File: config.mk
export PLATFORM = sky130hd
export DESIGN_NAME = chan_fault_seq
export DESIGN_NICKNAME = d
export VERILOG_FILES = /design/src/rtl/cfs_pkg.sv /design/src/rtl/fault_prio_enc.sv /design/src/rtl/chan_fault_fsm.sv /design/src/rtl/chan_fault_seq.sv
export SDC_FILE = /design/constraint.sdc
export NUM_CORES = 1
export LEC_CHECK = 0
export BUFFER_PORTS_ARGS = -buffer_cell sky130_fd_sc_hd__buf_2
export CAP_MARGIN = 0
export CORE_MARGIN = 1
export CORE_UTILIZATION = 55
export CTS_CLUSTER_DIAMETER = 60
export CTS_CLUSTER_SIZE = 10
export DETAILED_ROUTE_END_ITERATION = 16
export GPL_TIMING_DRIVEN = 1
export HOLD_SLACK_MARGIN = 0.05
export PLACE_DENSITY = 0.76
export REMOVE_ABC_BUFFERS = 1
export SETUP_SLACK_MARGIN = 0.5
export SYNTH_ARGS = -nofsm -noshare
export SYNTH_HDL_FRONTEND = slang
export SYNTH_SLANG_ARGS = --single-unit
File: constraint.sdc
create_clock -name clk -period 1.6 [get_ports clk]
set_input_delay 0.32 -clock clk [delete_from_list [all_inputs] [get_ports clk]]
set_output_delay 0.32 -clock clk [all_outputs]
set_load 0.02 [all_outputs]
File: src/rtl/cfs_pkg.sv
package cfs_pkg;
    typedef enum logic [1:0] {
        ST_RUN,
        ST_RESTART,
        ST_DEBOUNCE,
        ST_DIAG
    } chan_state_t;

    localparam int CODE_W = 3;
    typedef logic [CODE_W-1:0] fault_code_t;

    localparam fault_code_t CODE_NONE = 3'b000;
    localparam fault_code_t CODE_GND  = 3'b001;
    localparam fault_code_t CODE_SUP  = 3'b010;
    localparam fault_code_t CODE_LOAD = 3'b100;
endpackage

File: src/rtl/fault_prio_enc.sv
module fault_prio_enc
    import cfs_pkg::*;
(
    input  logic        is_gnd,
    input  logic        is_sup,
    input  logic        is_load,
    output fault_code_t code
);
    // Ground outranks supply, supply outranks load.
    always_comb begin
        if (is_gnd)       code = CODE_GND;
        else if (is_sup)  code = CODE_SUP;
        else if (is_load) code = CODE_LOAD;
        else              code = CODE_NONE;
    end
endmodule

File: src/rtl/chan_fault_fsm.sv
module chan_fault_fsm
    import cfs_pkg::*;
#(
    parameter int DIAG_TICKS = 100
) (
    input  logic        clk,
    input  logic        rst_n,
    input  logic        tick_1ms,
    input  logic        diag_en,
    input  logic        rd_strobe,
    input  logic        ovl,
    input  fault_code_t flt_code,
    output logic        ch_en,
    output fault_code_t code_q
);
    localparam int CNT_W = $clog2(DIAG_TICKS + 1);
    localparam logic [CNT_W-1:0] LAST_CNT = CNT_W'(DIAG_TICKS - 1);

    chan_state_t      state, nxt;
    logic [CNT_W-1:0] tick_cnt;
    fault_code_t      snap;
    logic             steady;
    logic             armed;
    logic             last_tick;
    logic             enter_diag;
    logic             cycle_done;
    logic             still_same;

    assign last_tick  = (tick_cnt == LAST_CNT);
    assign still_same = ovl && (flt_code == snap);
    assign enter_diag = (state == ST_DEBOUNCE) && diag_en && tick_1ms && ovl;
    assign cycle_done = (state == ST_DIAG) && diag_en && tick_1ms && last_tick;

    // Next-state logic
    always_comb begin
        nxt = state;
        unique case (state)
            ST_RUN: begin
                if (ovl) nxt = (diag_en && armed) ? ST_DEBOUNCE : ST_RESTART;
            end
            ST_RESTART: begin
                if (tick_1ms && !ovl) nxt = ST_RUN;
            end
            ST_DEBOUNCE: begin
                if (!diag_en)      nxt = ST_RESTART;
                else if (tick_1ms) nxt = ovl ? ST_DIAG : ST_RUN;
            end
            ST_DIAG: begin
                if (!diag_en)        nxt = ST_RESTART;
                else if (cycle_done) nxt = ST_RESTART;
            end
        endcase
    end

    // State register
    always_ff @(posedge clk or negedge rst_n) begin
        if (!rst_n) state <= ST_RUN;
        else        state <= nxt;
    end

    // Outputs
    always_comb begin
        ch_en = (state == ST_RUN);
    end

    // Cycle datapath: tick counter, snapshot, stability, result, arming
    always_ff @(posedge clk or negedge rst_n) begin
        if (!rst_n) begin
            tick_cnt <= '0;
            snap     <= CODE_NONE;
            steady   <= 1'b0;
            code_q   <= CODE_NONE;
            armed    <= 1'b1;
        end else begin
            if (enter_diag) begin
                tick_cnt <= '0;
                snap     <= flt_code;
                steady   <= 1'b1;
            end else if (state == ST_DIAG) begin
                if (tick_1ms)    tick_cnt <= tick_cnt + CNT_W'(1);
                if (!still_same) steady   <= 1'b0;
            end
            if (cycle_done)
                code_q <= (steady && still_same) ? snap : CODE_NONE;
            if (rd_strobe)       armed <= 1'b1;
            else if (cycle_done) armed <= 1'b0;
        end
    end
endmodule

File: src/rtl/chan_fault_seq.sv
module chan_fault_seq
    import cfs_pkg::*;
#(
    parameter int NUM_CH     = 2,
    parameter int DIAG_TICKS = 100
) (
    input  logic                     clk,
    input  logic                     rst_n,
    input  logic                     tick_1ms,
    input  logic                     diag_en,
    input  logic                     rd_strobe,
    input  logic [NUM_CH-1:0]        ovl,
    input  logic [NUM_CH-1:0]        flt_gnd,
    input  logic [NUM_CH-1:0]        flt_sup,
    input  logic [NUM_CH-1:0]        flt_load,
    output logic [NUM_CH-1:0]        ch_en,
    output logic [NUM_CH*CODE_W-1:0] fault_code
);
    for (genvar c = 0; c < NUM_CH; c++) begin : g_ch
        fault_code_t enc_code;
        fault_code_t held_code;

        fault_prio_enc u_enc (
            .is_gnd  (flt_gnd[c]),
            .is_sup  (flt_sup[c]),
            .is_load (flt_load[c]),
            .code    (enc_code)
        );

        chan_fault_fsm #(.DIAG_TICKS(DIAG_TICKS)) u_fsm (
            .clk       (clk),
            .rst_n     (rst_n),
            .tick_1ms  (tick_1ms),
            .diag_en   (diag_en),
            .rd_strobe (rd_strobe),
            .ovl       (ovl[c]),
            .flt_code  (enc_code),
            .ch_en     (ch_en[c]),
            .code_q    (held_code)
        );

        assign fault_code[c*CODE_W +: CODE_W] = held_code;
    end
endmodule

-- Word-level counts from Yosys, hierarchy flattened
Cells that the tools add are included.
Widths: inputs -> output; s select.
- logic and storage cells: 112
- register bits: 34
- equality and inequality tests: 20
- reduce and logical (&&, ||, !) cells: 36
- muxes and demuxes: 42
- $add $sub $neg: 2
- operators by type and width (kind ; number):
    $mux 7 ; 6
    $mux 2 ; 16
    $mux 3 ; 8
    $logic_and 1x1->1 ; 20
    $pmux 2 s4 ; 2
    $add 7x1->7 const B ; 2
    $eq 7x7->1 const B ; 2
    $reduce_bool 2->1 ; 6
    $mux 1 ; 10
    $eq 2x2->1 const B ; 4
    $ne 2x1->1 const B ; 4
    $reduce_and 2->1 ; 4
    $reduce_and 4->1 ; 2
    $eq 3x3->1 ; 2
    $ne 3x2->1 const B ; 2
    $ne 3x3->1 const B ; 2
    $eq 2x1->1 const B ; 2
    $logic_not 2->1 ; 2
    $ne 2x2->1 const B ; 2
    $logic_not 1->1 ; 2

-- Logic depth before layout (Yosys ltp)
- depth in word-level cells: 8
- depth in mapped cells: 6

-- Modules after synthesis
A second synthesis with hierarchy kept.
- cell total of the unflattened synthesis: 174
- area total of the unflattened synthesis: 1819.2 µm²
- by module, submodules not included (module ; instances ; seq. area each (µm²) ; cells an instance ; area an instance (µm²)):
    chan_fault_fsm ; 2 ; 426.7 ; 84 ; 883.3
    fault_prio_enc ; 2 ; 0.0 ; 3 ; 26.3

-- Worst setup path before layout
No wires, ideal clock.
- path kind: register to register
- start: reg g_ch[1].u_fsm.tick_cnt[4]
- end: reg g_ch[1].u_fsm.code_q[0]
- library setup time: 120 ps
- slack: 196 ps
- required time: 1480 ps
- arrival time: 1284 ps
- period minus slack after synthesis: 1404 ps
- cell stages (with the launch flop): 5
- path through: dfrtp_1 -> or3_4 -> nor3_4 -> nor2b_1 -> a41o_1
- longest elaborated chain between the ends: 2
- ends and longest elaborated chain (item ; line ; text):
    start: declaration ; chan_fault_fsm.sv:20 ; logic [CNT_W-1:0] tick_cnt;
    start signal: assignment ; chan_fault_fsm.sv:80 ; if (tick_1ms) tick_cnt <= tick_cnt + CNT_W'(1);
    $eq 7x7->1 ; chan_fault_fsm.sv:29 ; assign last_tick = (tick_cnt == LAST_CNT);
    $logic_and 1x1->1 ; chan_fault_fsm.sv:32 ; assign cycle_done = (state == ST_DIAG) && diag_en && tick_1ms && last_tick;
    end signal: assignment ; chan_fault_fsm.sv:84 ; code_q <= (steady && still_same) ? snap : CODE_NONE;
    end: declaration ; chan_fault_fsm.sv:14 ; output fault_code_t code_q
No other way between the ends.
A chain may end at the register's enable or synchronous reset.

-- Worst setup path after layout
- start: reg g_ch[1].u_fsm.tick_cnt[1]
- end: reg g_ch[1].u_fsm.code_q[2]
Same word-level chain as after synthesis.

==> flow_summary.toml <==
[finish]
finalInstanceArea_um2 = 2600
stdcell_count = 284
synthToLayoutAreaGrowth_pct = 43.3
final_layout_size_suffix_gt1_frac = 0.488
fillers = 145
fin_util = 0.838
num-nets-final = 254
n_antenna_cell = 0

[place]
placed_cell_area_um2 = 1950
io_buffer_count = 20
dp_cells = 239
dp_hpwl_mm = 2.57
place.gp.congestion = 0.845

[clock_network]
numCtsBuffers = 5
cts_tree = "done"
clk_transition_reported_paths_ns = 0.10
clk-insertion-delay-late_ns = 0.36
cts_htree_levels = 2
clk_path_buf_depth = 2
clock_tree_root = "clkbuf_4"
tritoncts_num_sinks = 34

[floorplan]
die-width_um = 59.4
num_rows = 20
dieHeight_um = 59.4
core_area_um2 = 3100
die_area_um2 = 3530
floorplan.initialDensity = 0.585
num_io_pins = 21

[flow_run]
max_cap_viol_count = 0

[setup_path]
r2r-start = "g_ch[1].u_fsm.tick_cnt[1]"
worstRegToRegCells = 6
crit_path_end_kind = "flop"
worst-setup-path-type = "flop to flop"
rrSetupSlack_ns = -0.03
rr_endpoint = "g_ch[1].u_fsm.code_q[2]"
timing.critical_path.required_ns = 1.88
crit_path_start_kind = "flop"
data_arrival_critical_path_ns = 1.91
crit_path_max_fanout = 6

[logic_synthesis]
netlist_instances = 179
async_flop_share = 1.00
synth_sequential_area_ratio = 0.470
synth_area_leader_cell = "dfrtp_1"
synth.avg_cell_area_um2 = 10.1
ys_types = 48
ys_top_cells_by_area = "dfrtp_1 (44%), nand2_1 (4.1%), xnor2_1 (3.9%)"
synth_largest_type_area_fraction = 0.441
ys.flop_type = "dfrtp_1"
synthesized_flop_and_latch_total = 34
ys_warn_count = 0
mappedNetlistArea_um2 = 1810
synth_enable_flop_cells = 0

[grt]
grt_pass1_wl_mm = 6.72
grt_start_max_net_pins = 35
antenna_found_initial = 0
globalRoute.totalOverflow = 0
grt_pass1_vias = 1523
grt.total_usage = 0.262

[power_and_ir_drop]
total_power_mw = 2.57
power_density_nw_per_um2 = 988
worst_ir_drop_vdd_v = 0.000738
static-leakage-power_nw = 1.16

[route]
initialDrtViolationCount = 278
num_vias = 1819
vias_per_cell = 6.40
totalWireLength_mm = 6.04
detailedRoute.firstPassIterationCount = 7
route.detailed.drc = 0
drt-wirelength-per-cell_um = 21.3
antenna_violating_nets_post_route = 0

[run_status]
outcome = "complete, but fails checks"
violations = "negative setup slack"

[timing]
final_critical_path_setup_slack_ns = -0.0271
timing.final.crit_share = 1.02
fin_crit_ns = 1.63
maxSlewHeadroom = 0.700
worst_clock_skew_ns = 0.0115
slew_violations = 0
unrepaired_setup_endpoints_after_global_routing = "yes"
maximum_clock_frequency_ghz = 0.615
finalHoldViolations = 0
tightest_slew_ns = 0.450
timing.setup.tns_ns = -0.0272
setup-violations-final = 2

[worst_hold_path]
hold_start = "rd_strobe"
whs_path_depth = 2
worst_hold_path_type = "input pin to flop"
whs_endpoint = "g_ch[1].u_fsm.armed"
==> worst max path at each step <==
stage / end / cells after the start / startpoint
floorplan: g_ch[0].u_fsm.snap[0] / 3 / g_ch[0].u_fsm.state[1]
global placement: g_ch[1].u_fsm.code_q[0] / 4 / g_ch[1].u_fsm.tick_cnt[4]
detailed placement: g_ch[1].u_fsm.code_q[1] / 4 / g_ch[1].u_fsm.tick_cnt[3]
CTS: g_ch[1].u_fsm.code_q[1] / 4 / g_ch[1].u_fsm.tick_cnt[4]
global route: g_ch[1].u_fsm.code_q[2] / 6 / g_ch[1].u_fsm.tick_cnt[1]
finish: g_ch[1].u_fsm.code_q[2] / 6 / g_ch[1].u_fsm.tick_cnt[1]
==> cells in the mapped netlist, types with 3 or more instances <==
library cell  number
nand3_1            3
dfrtp_1           32
nor2_1            17
a21oi_1            6
nand4_1            9
nor4_1             3
inv_1              5
o21ai_0           10
buf_4              6
xnor2_1            8
xor2_1             5
nand2_1           20
nor2b_1            4
mux2_2             4
==> routing by layer <==
layer  up-vias  wire [µm]  GRT usage  share of wire
li1        756          -          -              -
met1       879       2250      0.283           0.37
met2       143       3020      0.461           0.50
met3        41        529     0.0786          0.088
met4         0        245      0.129          0.041
met5         -          0          0              0
==> cell type report <==
cell class	instances	area (µm²)	area share
multi-input cells	131	1110	0.426
flip-flops and latches	34	857	0.330
repair buffers	62	512	0.197
well taps	44	55.1	0.0212
clock buffers	8	48.8	0.0188
inverters	5	18.8	0.00722
==> layout by cell type (no fill, tap or decap), types with 4 or more instances in the layout <==
cell type	count
o21ai_1	6
buf_2	13
nand2_1	19
dfrtp_1	29
xor2_1	4
nor2_1	8
nor2_4	8
nand4_1	9
clkbuf_4	5
xnor2_1	8
buf_4	28
nand3_2	4
nor2b_1	4
mux2_4	5
buf_6	17
==> logic make-up (layout without fill, tap and decap cells) <==
group                      Yosys count  count (layout)  share of synthesized area
AOI/OAI and AO/OA                   31              31                      0.112
xor gates and xnor gates            13              13                     0.0628
buffers and inverters               14              75                     0.0434
muxes                                6               6                     0.0365
adders and majority gates            2               2                     0.0138
and+or+nand+nor                     79              79                      0.261
DFF                                 34              34                      0.470
==> critical path, stage by stage (launching register included) <==
cell	delay (ns)
dfrtp_1	0.45
ha_4	0.18
nand4_1	0.17
nor3_4	0.36
buf_4	0.18
nand4_1	0.12
o21ai_2	0.10
==> through the flow <==
step                setup slack [ns]  hold slack, ns
floorplan                      0.154          0.0244
global placement               0.135           0.365
detailed placement            0.0694           0.365
CTS                           0.0965           0.170
global route                  -0.140           0.182
finish                       -0.0271           0.201
==> report_power, final <==
group	internal (mW)	switching [mW]	total, mW
Clock	0.175	0.317	0.492
Combinational	0.454	0.416	0.870
Sequential	1.01	0.200	1.21
Total	1.64	0.932	2.57
==> flip-flops by register name, summed over array words and instances, names as in the netlist <==
name / cells
g_ch.u_fsm.tick_cnt: 14
g_ch.u_fsm.state: 4
g_ch.u_fsm.code_q: 6
g_ch.u_fsm.snap: 6
g_ch.u_fsm.armed: 2
g_ch.u_fsm.steady: 2
==> what timing repair did <==
action,in CTS,in global routing
hold buffers,1,0
resized for setup,36,53
pin swaps,10,17
hold endpoints to repair,32,0
setup buffers,18,18
endpoints found under the setup margin,40,42
Power figures use the tool's default switching activity.
